File: src/rtl/sec_viol_flags_pkg.sv
// Package: shared constants and types for the secure violation flag bank.
// Assumes: 14 monitored sources; bit positions are fixed by software.
package sec_viol_flags_pkg;

    localparam int unsigned SRC_OWN_PORT   = 0;
    localparam int unsigned SRC_FW_CONFIG  = 1;
    localparam int unsigned SRC_CIPHER     = 2;
    localparam int unsigned SRC_RNG        = 3;
    localparam int unsigned SRC_RADIO_SPI  = 4;
    localparam int unsigned SRC_POWER      = 5;
    localparam int unsigned SRC_FLASH_IF   = 6;
    localparam int unsigned SRC_DMA_A      = 7;
    localparam int unsigned SRC_DMA_B      = 8;
    localparam int unsigned SRC_DMA_ROUTER = 9;
    localparam int unsigned SRC_FLASH      = 10;
    localparam int unsigned SRC_RAM_A      = 11;
    localparam int unsigned SRC_RAM_B      = 12;
    localparam int unsigned SRC_PUBKEY     = 13;

    typedef enum logic [1:0] {
        SEL_NONE = 2'd0,
        SEL_MASK = 2'd1,
        SEL_STAT = 2'd2,
        SEL_CLR  = 2'd3
    } reg_sel_e;

    typedef struct packed {
        reg_sel_e sel;
        logic     legal_rd;
        logic     legal_wr;
        logic     reject;
    } acc_t;

endpackage

File: src/rtl/svf_access_filter.sv
// Module: svf_access_filter
// Decodes the register offset and filters each transaction on the secure and
// privileged attributes and on the global security enable.
// Assumes: a transaction lasts exactly one cycle while req is high.
module svf_access_filter
    import sec_viol_flags_pkg::*;
#(
    parameter int unsigned AW       = 12,
    parameter logic [AW-1:0] MASK_OFF = 12'h000,
    parameter logic [AW-1:0] STAT_OFF = 12'h010,
    parameter logic [AW-1:0] CLR_OFF  = 12'h020
) (
    input  logic          req,
    input  logic          we,
    input  logic [AW-1:0] addr,
    input  logic          sec,
    input  logic          priv,
    input  logic          sec_en,
    output acc_t          acc
);

    logic allowed;

    // Offset decode and attribute filter.
    always_comb begin
        allowed = req && sec_en && sec && priv;
        if (addr == MASK_OFF)      acc.sel = SEL_MASK;
        else if (addr == STAT_OFF) acc.sel = SEL_STAT;
        else if (addr == CLR_OFF)  acc.sel = SEL_CLR;
        else                       acc.sel = SEL_NONE;
        acc.legal_wr = allowed && we;
        acc.legal_rd = allowed && !we;
        acc.reject   = req && sec_en && !(sec && priv);
    end

endmodule

File: src/rtl/svf_flag_bank.sv
// Module: svf_flag_bank
// One sticky flag per source. A set pulse wins over a same-cycle clear.
// The flag at OWN_BIT also takes the rejected-access event of the register port.
// Assumes: set pulses are already synchronous to clk.
module svf_flag_bank #(
    parameter int unsigned NSRC    = 14,
    parameter int unsigned OWN_BIT = 0
) (
    input  logic            clk,
    input  logic            rst_n,
    input  logic [NSRC-1:0] evt,
    input  logic            own_viol,
    input  logic            clr_we,
    input  logic [NSRC-1:0] clr_mask,
    output logic [NSRC-1:0] flags
);

    for (genvar i = 0; i < NSRC; i++) begin : g_cell
        logic set_i;
        if (i == OWN_BIT) begin : g_own
            assign set_i = evt[i] | own_viol;
        end else begin : g_ext
            assign set_i = evt[i];
        end

        // Sticky flag: set has priority over write-one clear.
        always_ff @(posedge clk) begin
            if (!rst_n)                      flags[i] <= 1'b0;
            else if (set_i)                  flags[i] <= 1'b1;
            else if (clr_we && clr_mask[i])  flags[i] <= 1'b0;
        end
    end

endmodule

File: src/rtl/svf_irq_mask.sv
// Module: svf_irq_mask
// Interrupt enable register and the interrupt OR tree.
// Assumes: bits above NSRC are reserved and are forced to zero on write.
module svf_irq_mask #(
    parameter int unsigned NSRC = 14,
    parameter int unsigned DW   = 32
) (
    input  logic            clk,
    input  logic            rst_n,
    input  logic            we,
    input  logic [DW-1:0]   wdata,
    input  logic [NSRC-1:0] flags,
    output logic [DW-1:0]   en,
    output logic            irq
);

    localparam logic [DW-1:0] IMPL_MASK = DW'((64'd1 << NSRC) - 64'd1);

    // Enable register update, reserved bits dropped.
    always_ff @(posedge clk) begin
        if (!rst_n)  en <= '0;
        else if (we) en <= wdata & IMPL_MASK;
    end

    // Interrupt is high while any enabled flag is high.
    always_comb irq = |(flags & en[NSRC-1:0]);

endmodule

File: src/rtl/svf_rd_port.sv
// Module: svf_rd_port
// Registered read data path: one-cycle latency, zero when no legal read.
// Assumes: acc is the decoded view of the current transaction.
module svf_rd_port
    import sec_viol_flags_pkg::*;
#(
    parameter int unsigned NSRC = 14,
    parameter int unsigned DW   = 32
) (
    input  logic            clk,
    input  logic            rst_n,
    input  acc_t            acc,
    input  logic [NSRC-1:0] flags,
    input  logic [DW-1:0]   en,
    output logic [DW-1:0]   rdata
);

    logic [DW-1:0] rd_next;

    // Select the addressed register; clear and unmapped offsets read zero.
    always_comb begin
        rd_next = '0;
        if (acc.legal_rd) begin
            case (acc.sel)
                SEL_MASK: rd_next = en;
                SEL_STAT: rd_next = {{(DW-NSRC){1'b0}}, flags};
                default:  rd_next = '0;
            endcase
        end
    end

    // Register the read data.
    always_ff @(posedge clk) begin
        if (!rst_n) rdata <= '0;
        else        rdata <= rd_next;
    end

endmodule

File: src/rtl/sec_viol_flags.sv
// Module: sec_viol_flags (top)
// Secure illegal-access flag bank: sticky flags, write-one clear, interrupt
// mask and an attribute-filtered register port whose rejects feed flag 0.
// Assumes: single-cycle register transactions; viol_evt pulses are synchronous.
module sec_viol_flags
    import sec_viol_flags_pkg::*;
#(
    parameter int unsigned NSRC = 14,
    parameter int unsigned DW   = 32,
    parameter int unsigned AW   = 12
) (
    input  logic            clk,
    input  logic            rst_n,
    input  logic            sec_en,
    input  logic [NSRC-1:0] viol_evt,
    input  logic            reg_req,
    input  logic            reg_we,
    input  logic [AW-1:0]   reg_addr,
    input  logic [DW-1:0]   reg_wdata,
    input  logic            reg_sec,
    input  logic            reg_priv,
    output logic [DW-1:0]   reg_rdata,
    output logic            irq
);

    acc_t            acc;
    logic [NSRC-1:0] flags;
    logic [DW-1:0]   irq_en;
    logic            clr_we;
    logic            mask_we;

    svf_access_filter #(
        .AW(AW), .MASK_OFF(AW'(12'h000)), .STAT_OFF(AW'(12'h010)), .CLR_OFF(AW'(12'h020))
    ) u_filter (
        .req(reg_req), .we(reg_we), .addr(reg_addr), .sec(reg_sec),
        .priv(reg_priv), .sec_en(sec_en), .acc(acc)
    );

    // Per-register write strobes.
    always_comb begin
        clr_we  = acc.legal_wr && (acc.sel == SEL_CLR);
        mask_we = acc.legal_wr && (acc.sel == SEL_MASK);
    end

    svf_flag_bank #(.NSRC(NSRC), .OWN_BIT(SRC_OWN_PORT)) u_bank (
        .clk(clk), .rst_n(rst_n), .evt(viol_evt), .own_viol(acc.reject),
        .clr_we(clr_we), .clr_mask(reg_wdata[NSRC-1:0]), .flags(flags)
    );

    svf_irq_mask #(.NSRC(NSRC), .DW(DW)) u_mask (
        .clk(clk), .rst_n(rst_n), .we(mask_we), .wdata(reg_wdata),
        .flags(flags), .en(irq_en), .irq(irq)
    );

    svf_rd_port #(.NSRC(NSRC), .DW(DW)) u_rd (
        .clk(clk), .rst_n(rst_n), .acc(acc), .flags(flags),
        .en(irq_en), .rdata(reg_rdata)
    );

endmodule

File: config.mk
export PLATFORM = sky130hd
export DESIGN_NAME = sec_viol_flags
export DESIGN_NICKNAME = d
export VERILOG_FILES = /design/src/rtl/sec_viol_flags_pkg.sv /design/src/rtl/svf_access_filter.sv /design/src/rtl/svf_flag_bank.sv /design/src/rtl/svf_irq_mask.sv /design/src/rtl/svf_rd_port.sv /design/src/rtl/sec_viol_flags.sv
export SDC_FILE = /design/constraint.sdc
export NUM_CORES = 1
export LEC_CHECK = 0
export BUFFER_PORTS_ARGS = -buffer_cell sky130_fd_sc_hd__buf_2
export CORE_AREA = 2 2 74 76
export CTS_CLUSTER_DIAMETER = 120
export DETAILED_ROUTE_END_ITERATION = 6
export DIE_AREA = 0 0 76 78
export MAX_ROUTING_LAYER = met4
export PLACE_DENSITY_LB_ADDON = 0.1
export SLEW_MARGIN = 15
export SYNTH_ARGS = -nofsm -noshare
export SYNTH_HDL_FRONTEND = slang
export SYNTH_HIERARCHICAL = 1
export SYNTH_SLANG_ARGS = --single-unit
File: constraint.sdc
create_clock -name clk -period 3 [get_ports clk]
set_input_delay 0.75 -clock clk [delete_from_list [all_inputs] [get_ports clk]]
set_output_delay 0.75 -clock clk [all_outputs]
set_load 0.005 [all_outputs]
Word-level counts from Yosys, hierarchy flattened

Cells that the tools add are included.

Register bits: 60
Input port bits: 65
Output and inout bits: 33
Logic and storage cells: 97

Equal/unequal tests: 5
Mux-type cells: 32
Bitwise gates (word level): 2
Reduce and logical (&&, ||, !) cells: 42

Operators by type and width:

| operator                                                               | number |
|---|---|
| 1-bit 2-to-1 mux                                                       | 28 |
| 14-bit one-hot mux with 2 select lines                                 | 1 |
| 2-bit nonzero test                                                     | 14 |
| 1-bit logical AND                                                      | 23 |
| 14-bit bitwise AND                                                     | 1 |
| 14-bit OR reduction                                                    | 1 |
| 12-bit by 5-bit equality test with 1-bit output, second input constant | 1 |
| 12-bit by 6-bit equality test with 1-bit output, second input constant | 1 |
| 12-bit logical NOT                                                     | 1 |
| 2-bit 2-to-1 mux                                                       | 3 |
| 2-bit equality test, second input constant                             | 2 |
| 2-bit by 1-bit equality test with 1-bit output, second input constant  | 1 |
| 1-bit logical NOT                                                      | 2 |
| 2-bit AND reduction                                                    | 1 |
| 1-bit bitwise OR                                                       | 1 |

Logic depth before layout (Yosys ltp)

Gate-level depths: netlist of the first run.

Word-level depth: 9
Gate-level depth with buffers: 8
Mapped depth without buffers: 6

By module

Netlist of the first run, hierarchy kept.

By module, submodules not included:

| module            | times used | cells each | area each (um^2) | sequential area each (um^2) |
|---|---|---|---|---|
| svf_rd_port       | 1          | 89         | 992.2            | 640.6 |
| svf_irq_mask      | 1          | 73         | 755.7            | 280.3 |
| svf_flag_bank     | 1          | 57         | 564.3            | 280.3 |
| svf_access_filter | 1          | 12         | 75.1             | 0.0 |
| sec_viol_flags    | 1          | 2          | 16.3             | 0.0 |

Worst setup path before layout of the first run

No wires, ideal clock.

Kind: input to register
From: input reg_addr[9]
To: register u_rd.rdata[10]
Setup time: 128 ps
Arrival time: 2573 ps
Data required time: 2872 ps
Slack: 299 ps
Stages: 7
Path buffers: 1
Path through: or4_1 -> nor4_1 -> inv_1 -> ha_1 -> nand3b_1 -> clkbuf_1 -> nor2_1

RTL lines:

| item                 | RTL line             | text |
|---|---|---|
| start, declared      | sec_viol_flags.sv:18 | `input logic [AW-1:0] reg_addr,` |
| end signal, assigned | svf_rd_port.sv:35    | `else rdata <= rd_next;` |
| end, declared        | svf_rd_port.sv:15    | `output logic [DW-1:0] rdata` |

==> results.txt, run 1 <==
The flow ran to the end, and the final reports show no timing, DRC or antenna violations. In this run the worst hold path is classified as register to register. Global routing consumed, on the met3 layer, 8.14% of the routing resources.

The number of placement rows is 26. Routability-driven placement finished with a final weighted congestion of 0.698. Summing over every cut layer, the via total after detailed routing is 1811. The switching fraction of total power is 21.2%. Setup repair after global routing left no endpoint under its margin.

The full die area came out at 5930 µm². In this run the most critical hold path is launched from u_mask/en[11]$_SDFFE_PN0P_. The latest clock arrival within the worst-skew pair is 330 ps. Traced cell by cell, the critical path runs through buf_2 -> or4_1 -> nor4_1 -> buf_4 -> ha_1 -> a22oi_1 -> nor2_1. Relative to the synthesized area, the layout overhead comes to 24.2%. The largest incremental delay on the critical path came out at 570 ps. The number of hold violations in the final report came to 0. The core area came out at 5040 µm². For this run, the total global-route usage over all layers was measured as 18.6%.

The die outline width is 76 µm. The post-detailed-routing wire length came out at 4830 µm. The share of total power dissipated in sequential elements is 50.8%. STA classifies the critical path endpoint as a register. Ranked by total cell area, the synthesized netlist is headed by sky130_fd_sc_hd__dfxtp_1 50%, sky130_fd_sc_hd__buf_4 6.2%, sky130_fd_sc_hd__a22oi_1 5.9%, sky130_fd_sc_hd__mux2i_1 5.8%, sky130_fd_sc_hd__and2_1 4.7%. Once the clock tree was built, the resizer swapped 0 gates to a different size. The critical path launch point type is a primary input. STA puts the critical path data required time at 3270 ps. The instance count of the mapped netlist is 233.

Post-CTS timing repair inserted 0 buffers for setup. The clock passes through at most 2 buffers. TritonCTS built the clock tree. The cell area that synthesis handed to floorplanning was 2400 µm². The destination of the worst register-to-register timing path is u_bank/flags[0]$_SDFFE_PN0P_.

Clock-pin slew was measured on the worst setup and hold paths at 60 ps. The depth of the CTS H-tree is 3. The number of hold-repair buffers added at the cts stage is 0.

The fraction of layout instances using a drive strength above 1 came out at 35.2%. The post-synthesis simple-gate area fraction came out at 14.8%. For this run, global-route usage on met2 was measured as 31.9%.

The first global-routing pass estimated 8200 µm of wire. The total of endpoints with negative setup slack in the final report is 0. The count of warnings emitted by yosys is 6.

The number of fillers in the final layout came out at 474. The number of sinks on the clock net came out at 60. The number of nets with antenna violations after routing came out at 0. The ratio of routed vias to standard cells is 4.60. The post-layout instance area is 2990 µm². For hold timing, the worst endpoint is u_rd/rdata[11]$_SDFF_PN0_.

The pin count of the biggest net entering global routing came out at 31. The number of pins exceeding their max-slew limit in the final report came out at 0. The cell area after placement came out at 2780 µm². The CTS root buffer is sky130_fd_sc_hd__clkbuf_8. The start of the worst register-to-register path is u_bank/flags[0]$_SDFFE_PN0P_. The number of DRC markers after the initial detailed-route iteration is 55. The leakage power of the design is 1.33 nW. The highest-utilization routing layer at the global route stage is met2. The detailed-placement wirelength estimate is 3440 µm.

The count of input and output buffers came out at 79. The worst endpoint data arrival time came out at 2830 ps. The maximum fanout count along the critical path came out at 15.

The worst-case IR drop observed on VDD is 0.000461 V. The depth of the most critical reg-to-reg path came out at 2. The number of global-route vias before repair was 1837. Counting instances in the post-synthesis netlist gives the leading cell types as 60 x sky130_fd_sc_hd__dfxtp_1, 20 x sky130_fd_sc_hd__buf_4, 19 x sky130_fd_sc_hd__a22oi_1. The post-synthesis adder-cell area fraction came out at 1.04%. The average instance in the mapped netlist occupies 10.3 µm². The post-route clock period utilization is 85.4%.

The count of unique library cells instantiated by Yosys is 36. The final core area utilization is 59.2%. The combinational family with the most area after synthesis is compound AO/OA/AOI/OAI gates.

The total negative slack came out at 0 ps. The dominant delay contributor by cell family on the critical path is simple AND/OR/NAND/NOR gates. The global routing met1 resource utilization came out at 18.8%. Summed over all layers, the global routing overflow is 0.

The area share of the leading cell type in the synthesized netlist came out at 50.0%. The fraction of power consumed by combinational cells came out at 4.6%. Among all cell types in the netlist, the one instantiated most often is sky130_fd_sc_hd__dfxtp_1. The buffer and inverter count on the worst path is 2.

The clock network burns 44.6% of the power. The vertical die dimension came out at 78 µm. The final clock skew came out at 3.74 ps.

The worst setup slack for register-to-register paths is 2200 ps. The effective utilization at floorplan is 47.7%. The number of antenna repair diodes is 0.

Counting flops with a built-in enable in the synthesized netlist gives 0. The relative max-transition margin came out at 57.3%. The synthesized-area fraction occupied by ao, oa, aoi and oai cells came out at 16.1%. At the pin with the least slew margin, the transition time is 640 ps. In the final routed layout, each cell accounts on average for 12.3 µm. Among all flip-flop cells after synthesis, the most frequent one is sky130_fd_sc_hd__dfxtp_1. Counting the buffers created by CTS gives 9. Max-cap violations in this run came to 0. Summed over all nets, the switching power comes to 0.000343 W. The worst setup path is of the primary input to register kind. The boundary pin count came out at 98. The length of the first detailed-routing pass in iterations came out at 4. The flip-flop and latch count after synthesis came out at 60. Counting instances, the worst hold path has a depth of 2. The library cell occupying the most area in the post-synthesis netlist is sky130_fd_sc_hd__dfxtp_1. The internal power component came out at 0.00128 W.

The xor-xnor portion of the synthesized cell area is 0.364%. The share of the yosys chip area belonging to registers is 50.0%. The final-stage net count came out at 386.

The clock period minus worst slack came out at 2560 ps. Power spread over the standard cell area amounts to 542 nW/µm². The top achievable clock speed came out at 390 MHz. The post-synthesis async set-or-reset flop share is 0%. The standard cell with the maximum stage delay on the critical path is sky130_fd_sc_hd__or4_1. For this run, design rule violations remaining after detail routing come to 0. The number of antenna violations at the first check in global routing was 0. The mux share of post-synthesis cell area came out at 5.83%.
-- area by class of cell --
cell class | count | area [µm²] | share of cell area, %
clock buffer | 12 | 155 | 5.20
clock inverter | 4 | 47.5 | 1.59
inverter | 16 | 60.1 | 2.01
multi-input combinational | 146 | 986 | 33.0
sequential | 60 | 1200 | 40.2
tap | 70 | 87.6 | 2.93
timing repair buffer | 86 | 448 | 15.0
-- per-layer routing --
metal  routed length, µm  up-vias
met3                 273       10
li1                    -      938
met5                   0        -
met1                2040      815
met4                 102        0
met2                2420       48
-- worst max path at each step --
stage,from,depth (start not counted),slack (ps),endpoint
global route,reg_addr[9],7,360,u_rd/rdata[1]$_SDFF_PN0_
finish,reg_addr[9],7,440,u_rd/rdata[12]$_SDFF_PN0_
floorplan,reg_addr[9],7,300,u_rd/rdata[10]$_SDFF_PN0_
CTS,reg_addr[9],7,460,u_rd/rdata[1]$_SDFF_PN0_
global placement,reg_addr[9],7,160,u_rd/rdata[12]$_SDFF_PN0_
detailed placement,reg_addr[9],7,130,u_rd/rdata[12]$_SDFF_PN0_
-- through the flow --
stage	total power [W]	setup slack [ps]	hold slack (ps)	instances
CTS	0.00164	460	527	394
global route	0.00170	358	563	394
global placement	0.000911	163	509	378
finish	0.00162	438	524	394
floorplan	0.000886	299	481	250
detailed placement	0.000913	128	513	378
-- registers in the layout, indices dropped and copies added, names as in the netlist --
register,cells
u_bank/flags,14
u_rd/rdata,32
u_mask/en,14
-- cells in the final DEF, fill, tap and decap left out, drive strengths merged, types with 2 or more instances in the layout --
cell | netlist | final
clkbuf | 3 | 12
buf | 25 | 86
and2 | 18 | 18
a31oi | 13 | 13
conb | 1 | 18
inv | 16 | 16
dfxtp | 60 | 60
mux2i | 14 | 14
and3 | 2 | 2
clkinv | 0 | 2
nor2 | 16 | 16
a22oi | 19 | 19
o21ai | 13 | 13
nand4 | 2 | 2
or4 | 2 | 2
nor4 | 2 | 2
nor2b | 14 | 14
ha | 2 | 2
-- cell families (layout without fill, tap and decap cells) --
| family | count (synthesis) | count (layout) |
|---|---|---|
| flops | 60 | 60 |
| buf+inv | 44 | 118 |
| xor+xnor | 1 | 1 |
| compound gates | 50 | 50 |
| mux | 14 | 14 |
| fa+ha+maj | 2 | 2 |
| other cells | 1 | 18 |
| simple gates | 61 | 61 |
-- tightest hold or removal path: cells and delay by family (launching register included) --
kind	cells	cell delay (ps)
DFF	1	340
AOI/OAI and AO/OA	1	70
and+or+nand+nor	1	80
-- power by group through the flow --
stage,Clock [W],Combinational (W),Sequential [W]
2_1_floorplan,0,0.0000503,0.000836
3_3_place_gp,0,0.0000716,0.000839
3_5_place_dp,0,0.0000741,0.000839
4_1_cts,0.000745,0.0000742,0.000822
5_1_grt,0.000792,0.0000837,0.000823
6_report,0.000723,0.0000739,0.000822
No activity file was read; power rests on OpenSTA's default activity.
==> inputs of run 2 (changes only) <==
- GPL_TIMING_DRIVEN: not set -> 0
==> run 2 against run 1 <==
Against the previous run: total power shrank 5.0%; sequential cell count is the same; die area is the same; utilization grew 2.8 points; hold slack gained 17 ps; routed wire length grew 6.6%; sequential share of layout area shrank 1.8 points; clock skew grew 1.7 ps; combinational power grew 28%; critical path type unchanged; critical endpoint is now u_rd/rdata[8]$_SDFF_PN0_; largest power group unchanged.
==> results.txt, run 2 (same netlist as run 1, synthesis figures left out) <==
Outcome: finished clean (unchanged). The global placement routability congestion came out at 0.736 (was 0.698). The hold-critical path depth was 2 (unchanged). The flip-flop count of the largest register after layout came out at 32 (unchanged). The number of antenna repair diodes is 0 (unchanged).

The final core area utilization came out at 62.0% (was 59.2%). The placement-stage worst setup slack is -173 ps (was 128 ps). The detailed-placement wirelength estimate came to 3710 µm (was 3440 µm).

The number of DRC markers after the initial detailed-route iteration is 88 (was 55). The number of nets with antenna violations after routing came out at 0 (unchanged). The number of sinks on the clock net came out at 60 (unchanged).

The largest incremental delay on the critical path is 580 ps (was 570 ps). The global-route wire length before repair is 8450 µm (was 8200 µm). The final routed DRC violation total came to 0 (unchanged).

The number of hold-repair buffers added at the cts stage was 0 (unchanged). The latest clock arrival within the worst-skew pair came out at 330 ps (about the same). The top register by number of flip-flops was u_rd/rdata (unchanged). Commonest cells after routing, fill and taps aside: 80 x sky130_fd_sc_hd__buf_2, 60 x sky130_fd_sc_hd__dfxtp_1, 20 x sky130_fd_sc_hd__buf_4 (was 79 x sky130_fd_sc_hd__buf_2, 60 x sky130_fd_sc_hd__dfxtp_1, 19 x sky130_fd_sc_hd__a22oi_1). The count of input and output buffers is 79 (unchanged).

The dominant delay contributor by cell family on the critical path is simple AND/OR/NAND/NOR gates (unchanged). The maximum fanout count along the critical path came out at 10 (was 15). The number of hold violations in the final report is 0 (unchanged). The vertical die dimension came to 78 µm (unchanged). The destination of the worst register-to-register timing path is u_bank/flags[0]$_SDFFE_PN0P_ (unchanged). The length of the first detailed-routing pass in iterations is 6 (was 4). The count of max-cap constraint violations is 0 (unchanged). The fraction of layout instances using a drive strength above 1 was 38.1% (was 35.2%). The critical path launch point type is a primary input (unchanged). The final-stage net count was 407 (was 386). The number of fillers in the final layout came out at 452 (was 474). The final clock skew came out at 5.47 ps (was 3.74 ps). The top achievable clock speed was 369 MHz (was 390 MHz). Top flop regs: u_rd/rdata (32), u_bank/flags (14), u_mask/en (14) (unchanged). The effective utilization at floorplan is 47.7% (unchanged).

The ratio of routed vias to standard cells was 4.65 (was 4.60). The post-detailed-routing wire length is 5150 µm (was 4830 µm). The areal power density over the cells came to 492 nW/µm² (was 542 nW/µm²). The standard cell with the maximum stage delay on the critical path was sky130_fd_sc_hd__or4_1 (unchanged).

The data required time of the critical path was 3200 ps (was 3270 ps). The CTS root buffer is sky130_fd_sc_hd__clkbuf_8 (unchanged). The buffer and inverter count on the worst path came out at 3 (was 2). The total via count in the routed design is 1927 (was 1811).

CP Cell Sequence: buf_2 -> or4_1 -> nor4_2 -> inv_1 -> ha_1 -> nand3b_1 -> clkbuf_1 -> nor2_1 (was buf_2 -> or4_1 -> nor4_1 -> buf_4 -> ha_1 -> a22oi_1 -> nor2_1). The post-route clock period utilization is 90.3% (was 85.4%). The critical path class was primary input to register (unchanged). The capture endpoint of the worst hold path is u_mask/en[11]$_SDFFE_PN0P_ (was u_rd/rdata[11]$_SDFF_PN0_). The number of global-route vias before repair came to 1891 (was 1837). The total of endpoints with negative setup slack in the final report is 0 (unchanged). The boundary pin count is 98 (unchanged).

The measured slew at the worst slew-check pin came out at 520 ps (was 640 ps). The most common cell after layout, fill and taps aside is sky130_fd_sc_hd__buf_2 (unchanged). The number of CTS-inserted buffers is 9 (unchanged). The worst setup slack for register-to-register paths is 2200 ps (about the same). The worst endpoint data arrival time was 2910 ps (was 2830 ps).

The setup slack after layout came out at 290 ps (was 438 ps). The core area is 5040 µm² (unchanged). The clock period minus worst slack came out at 2710 ps (was 2560 ps). The pin count of the biggest net entering global routing came out at 13 (was 31). The number of pins exceeding their max-slew limit in the final report came out at 0 (unchanged).

The depth of the CTS H-tree came out at 3 (unchanged). The largest vdd supply drop was 0.000322 V (was 0.000461 V). The die outline width is 76 µm (unchanged). The start of the worst register-to-register path is u_bank/flags[0]$_SDFFE_PN0P_ (unchanged). The depth of the most critical reg-to-reg path came to 2 (unchanged). The maximum count of clock buffers along a single path is 2 (unchanged). The overall routing resource usage is 19.1% (was 18.6%). The number of placement rows came to 26 (unchanged). Unrepaired setup endpoints after global routing: false (unchanged). The relative max-transition margin came out at 65.3% (was 57.3%). The TritonCTS clock tree is done (unchanged). The leakage power of the design came out at 1.42 nW (was 1.33 nW). The type of the tightest min-delay check was register to register (unchanged).

The full die area was 5930 µm² (unchanged). The wire length per cell is 12.4 µm (was 12.3 µm). The clock transition at the registers of the reported paths came out at 60 ps (about the same). The overall overflow remaining after global route is 0 (unchanged). The critical path endpoint category is a register (unchanged). The origin of the worst min-delay path was u_mask/en[11]$_SDFFE_PN0P_ (unchanged). The number of antenna violations at the first check in global routing is 0 (unchanged). The area added between synthesis and finish came to 30.0% (was 24.2%).
[run 2: how the worst max path moves through the flow]
| stage | slack [ps] | startpoint | cells past startpoint | endpoint |
|---|---|---|---|---|
| floorplan | 300 | reg_addr[9] | 7 | u_rd/rdata[10]$_SDFF_PN0_ |
| global placement | -190 | reg_addr[9] | 8 | u_rd/rdata[6]$_SDFF_PN0_ |
| detailed placement | -170 | reg_addr[9] | 8 | u_rd/rdata[8]$_SDFF_PN0_ |
| CTS | 180 | reg_addr[9] | 8 | u_rd/rdata[6]$_SDFF_PN0_ |
| global route | 110 | reg_addr[9] | 8 | u_rd/rdata[8]$_SDFF_PN0_ |
| finish | 290 | reg_addr[9] | 8 | u_rd/rdata[8]$_SDFF_PN0_ |
[run 2: routing by layer]
layer / vias to the layer above / global-route usage (%) / share of wire [%]
met4: 0 / 6.00 / 0.78
met1: 886 / 21.2 / 42
met5: - / - / 0
met3: 4 / 7.44 / 6.2
li1: 975 / - / -
met2: 62 / 31.9 / 51
[run 2: where the power goes]
part / internal (W) / total (W) / switching, W
Combinational: 0.0000549 / 0.0000949 / 0.0000400
Sequential: 0.000811 / 0.000822 / 0.0000117
Clock: 0.000338 / 0.000620 / 0.000283
Total: 0.00120 / 0.00154 / 0.000334
[run 2: timing repair]
item	4_1_cts	5_1_grt
resized for setup	0	1
buffers inserted	0	0
endpoints found under the setup margin	0	10
[run 2: area by class of cell]
type                            count  area [µm²]  area share [%]
Multi-Input combinational cell    146         992            31.7
Timing Repair Buffer               79         395            12.7
Buffer                             28         220            7.05
Inverter                           16        60.1            1.92
Clock inverter                      2        10.0           0.320
Clock buffer                       13         159            5.08
Tap cell                           70        87.6            2.80
Sequential cell                    60        1200            38.4
[run 2: worst reg2reg max path: stages (launching register included)]
cell and delay (ps):
sky130_fd_sc_hd__dfxtp_1 330, sky130_fd_sc_hd__a21boi_1 130, sky130_fd_sc_hd__o31a_1 230
[run 2: through the flow]
stage                     cells  hold slack [ps]  TNS [ps]  area (µm²)  total power, W
after floorplan             250              481         0        2470        0.000886
after global placement      399              512     -1690        2950        0.000931
after detailed placement    399              519     -1620        2950        0.000934
after CTS                   414              542         0        3120         0.00156
after global routing        414              559         0        3130         0.00161
final                       414              541         0        3130         0.00154
==> inputs of run 3 (changes only) <==
- CORE_AREA: 2 2 74 76 -> 2 2 86 88
- DIE_AREA: 0 0 76 78 -> 0 0 88 90
==> run 3 against run 2 <==
Against the previous run: sequential share of layout area fell by 1.0 points; highest routed layer unchanged; critical path depth did not move; first-iteration DRC count fell by 2.3%; routed wire length rose by 4.4%.
==> results.txt, run 3 (same netlist as run 1, synthesis figures left out) <==
The start of the worst register-to-register path is u_bank/flags[0]$_SDFFE_PN0P_ (unchanged). The detailed-placement wirelength estimate came out at 3910 µm (was 3710 µm). The ratio of routed vias to standard cells is 4.27 (was 4.65). The largest incremental delay on the critical path is 570 ps (was 580 ps). The length of the first detailed-routing pass in iterations is 4 (was 6). The post-detailed-routing wire length is 5370 µm (was 5150 µm).

The number of pins exceeding their max-slew limit in the final report is 0 (unchanged). The area added between synthesis and finish is 33.6% (was 30.0%). The latest clock arrival within the worst-skew pair is 330 ps (about the same). The depth of the CTS H-tree is 3 (unchanged). The worst endpoint data arrival time is 2900 ps (was 2910 ps). The critical path capture point is u_rd/rdata[10]$_SDFF_PN0_ (was u_rd/rdata[8]$_SDFF_PN0_). The total via count in the routed design is 1897 (was 1927). The dominant delay contributor by cell family on the critical path is simple AND/OR/NAND/NOR gates (unchanged). The maximum count of clock buffers along a single path is 2 (unchanged). The top register by number of flip-flops is u_rd/rdata (unchanged). The final-stage net count came out at 407 (unchanged).

The total negative slack is 0 ps (unchanged). The flip-flop count of the largest register after layout is 32 (unchanged). The standard cell with the maximum stage delay on the critical path is sky130_fd_sc_hd__or4_1 (unchanged). The number of hold-repair buffers added at the cts stage is 0 (unchanged).

The fraction of layout instances using a drive strength above 1 was 38.3% (was 38.1%). The total of cells resized after clock tree synthesis was 0 (unchanged). The maximum fanout count along the critical path came out at 10 (unchanged).

The critical path endpoint category is a register (unchanged). The destination of the worst register-to-register timing path is u_bank/flags[0]$_SDFFE_PN0P_ (unchanged). The clock period minus worst slack came out at 2700 ps (was 2710 ps). The depth of the most critical reg-to-reg path is 2 (unchanged). The overall overflow remaining after global route came out at 0 (unchanged). The TritonCTS clock tree is done (unchanged). The pin count of the biggest net entering global routing is 13 (unchanged). The number of CTS-inserted buffers is 9 (unchanged). The critical path class is primary input to register (unchanged). The full die area was 7920 µm² (was 5930 µm²). The wire length per cell came to 12.1 µm (was 12.4 µm). The number of hold violations in the final report is 0 (unchanged). The overall routing resource usage came out at 15.4% (was 19.1%). The number of sinks on the clock net came to 60 (unchanged). The most common cell after layout, fill and taps aside is sky130_fd_sc_hd__buf_2 (unchanged). Top flop regs: u_rd/rdata (32), u_bank/flags (14), u_mask/en (14) (unchanged). Unrepaired setup endpoints after global routing: false (unchanged). The post-layout instance area is 3210 µm² (was 3130 µm²).

The final clock skew is 6.96 ps (was 5.47 ps). The number of placement rows is 31 (was 26). The number of nets with antenna violations after routing came out at 0 (unchanged). The critical path launch point is reg_addr[9] (unchanged). The number of antenna violations at the first check in global routing came out at 0 (unchanged). The number of global-route vias before repair is 1914 (was 1891). The final routed DRC violation total is 0 (unchanged).

The measured slew at the worst slew-check pin is 528 ps (was 520 ps). The total of endpoints with negative setup slack in the final report came out at 0 (unchanged). The relative max-transition margin is 64.8% (was 65.3%). The clock transition at the registers of the reported paths is 70 ps (was 60 ps). The effective utilization at floorplan came out at 34.2% (was 47.7%). Outcome: finished clean (unchanged). The top achievable clock speed is 371 MHz (was 369 MHz). CP Cell Sequence: buf_2 -> or4_1 -> nor4_2 -> inv_1 -> ha_1 -> nand3b_1 -> clkbuf_1 -> nor2_1 (unchanged). The count of max-cap constraint violations came out at 0 (unchanged). The count of buffers added by post-CTS timing repair for setup is 0 (unchanged). Commonest cells after routing, fill and taps aside: 80 x sky130_fd_sc_hd__buf_2, 60 x sky130_fd_sc_hd__dfxtp_1, 20 x sky130_fd_sc_hd__buf_4 (unchanged).

The worst setup slack for register-to-register paths is 2210 ps (was 2200 ps). The buffer and inverter count on the worst path came out at 3 (unchanged). The type of the tightest min-delay check is register to register (unchanged).

The CTS root buffer is sky130_fd_sc_hd__clkbuf_8 (unchanged). The critical path launch point type is a primary input (unchanged). The post-route clock period utilization came out at 89.8% (was 90.3%).

The areal power density over the cells is 532 nW/µm² (was 492 nW/µm²). The die outline width is 88 µm (was 76 µm). The data required time of the critical path is 3200 ps (about the same). The global placement routability congestion is 0.708 (was 0.736). The cell area after placement was 2990 µm² (was 2950 µm²). The global-route wire length before repair is 8920 µm (was 8450 µm). The number of antenna repair diodes is 0 (unchanged).

The total number of cells along the worst setup path came out at 8 (unchanged). The boundary pin count came to 98 (unchanged). The count of input and output buffers is 79 (unchanged). The largest vdd supply drop is 0.000275 V (was 0.000322 V). The number of DRC markers after the initial detailed-route iteration is 86 (was 88). The leakage power of the design came out at 1.44 nW (was 1.42 nW). The vertical die dimension came out at 90 µm (was 78 µm).

The core area is 7020 µm² (was 5040 µm²). The final-layout worst hold slack came out at 536 ps (was 541 ps).
## run 3: cell types whose count changed in the layout (fill, tap and decap cells not counted), sizes merged
| cell | change |
|---|---|
| clkbuf | -1 |
| clkinv | -1 |
| clkinvlp | +1 |
| bufinv | +2 |
## run 3: per-layer routing
layer / up-vias / wire length, µm / GRT usage [%]
met4: 0 / 79 / 4.62
met3: 9 / 379 / 6.98
li1: 982 / - / -
met5: - / 0 / -
met2: 52 / 2600 / 24.6
met1: 854 / 2310 / 17.1
## run 3: stage by stage
stage / utilization (%) / instances / worst slack, ps / power [W]
after global routing: 45.7 / 444 / 124 / 0.00179
after floorplan: - / 250 / 299 / 0.000886
after CTS: 45.6 / 444 / 104 / 0.00174
final: 45.7 / 444 / 305 / 0.00171
after global placement: 42.5 / 428 / -242 / 0.000932
after detailed placement: 42.5 / 428 / -259 / 0.000934
## run 3: layout make-up
cell class              count  area [µm²]
inverters                  16        60.1
flip-flops and latches     60        1200
clock inverters             4        72.6
well taps                  99         124
repair buffers             79         395
fillers                   705        3810
multi-input cells         146         992
plain buffers              28         220
clock buffers              12         145
## run 3: worst min-delay path by stage
stage,startpoint,endpoint,cells past startpoint
after CTS,u_mask/en[13]$_SDFFE_PN0P_,u_rd/rdata[13]$_SDFF_PN0_,2
final,u_mask/en[8]$_SDFFE_PN0P_,u_rd/rdata[8]$_SDFF_PN0_,2
after detailed placement,u_mask/en[9]$_SDFFE_PN0P_,u_rd/rdata[9]$_SDFF_PN0_,2
after global routing,u_mask/en[0]$_SDFFE_PN0P_,u_mask/en[0]$_SDFFE_PN0P_,2
after floorplan,u_bank/flags[12]$_SDFFE_PN0P_,u_rd/rdata[12]$_SDFF_PN0_,2
after global placement,u_mask/en[9]$_SDFFE_PN0P_,u_rd/rdata[9]$_SDFF_PN0_,2
## run 3: worst reg2reg max path: stages (launching register included)
cell and delay, ps:
sky130_fd_sc_hd__dfxtp_1 330, sky130_fd_sc_hd__a21boi_1 130, sky130_fd_sc_hd__o31a_1 230
## run 3: power by group
group          switching (W)  total (W)  internal [W]  leakage [nW]
clock network       0.000302   0.000792      0.000490         0.107
logic              0.0000395  0.0000944     0.0000549         0.845
registers          0.0000115   0.000822      0.000810         0.488
total               0.000353    0.00171       0.00135          1.44
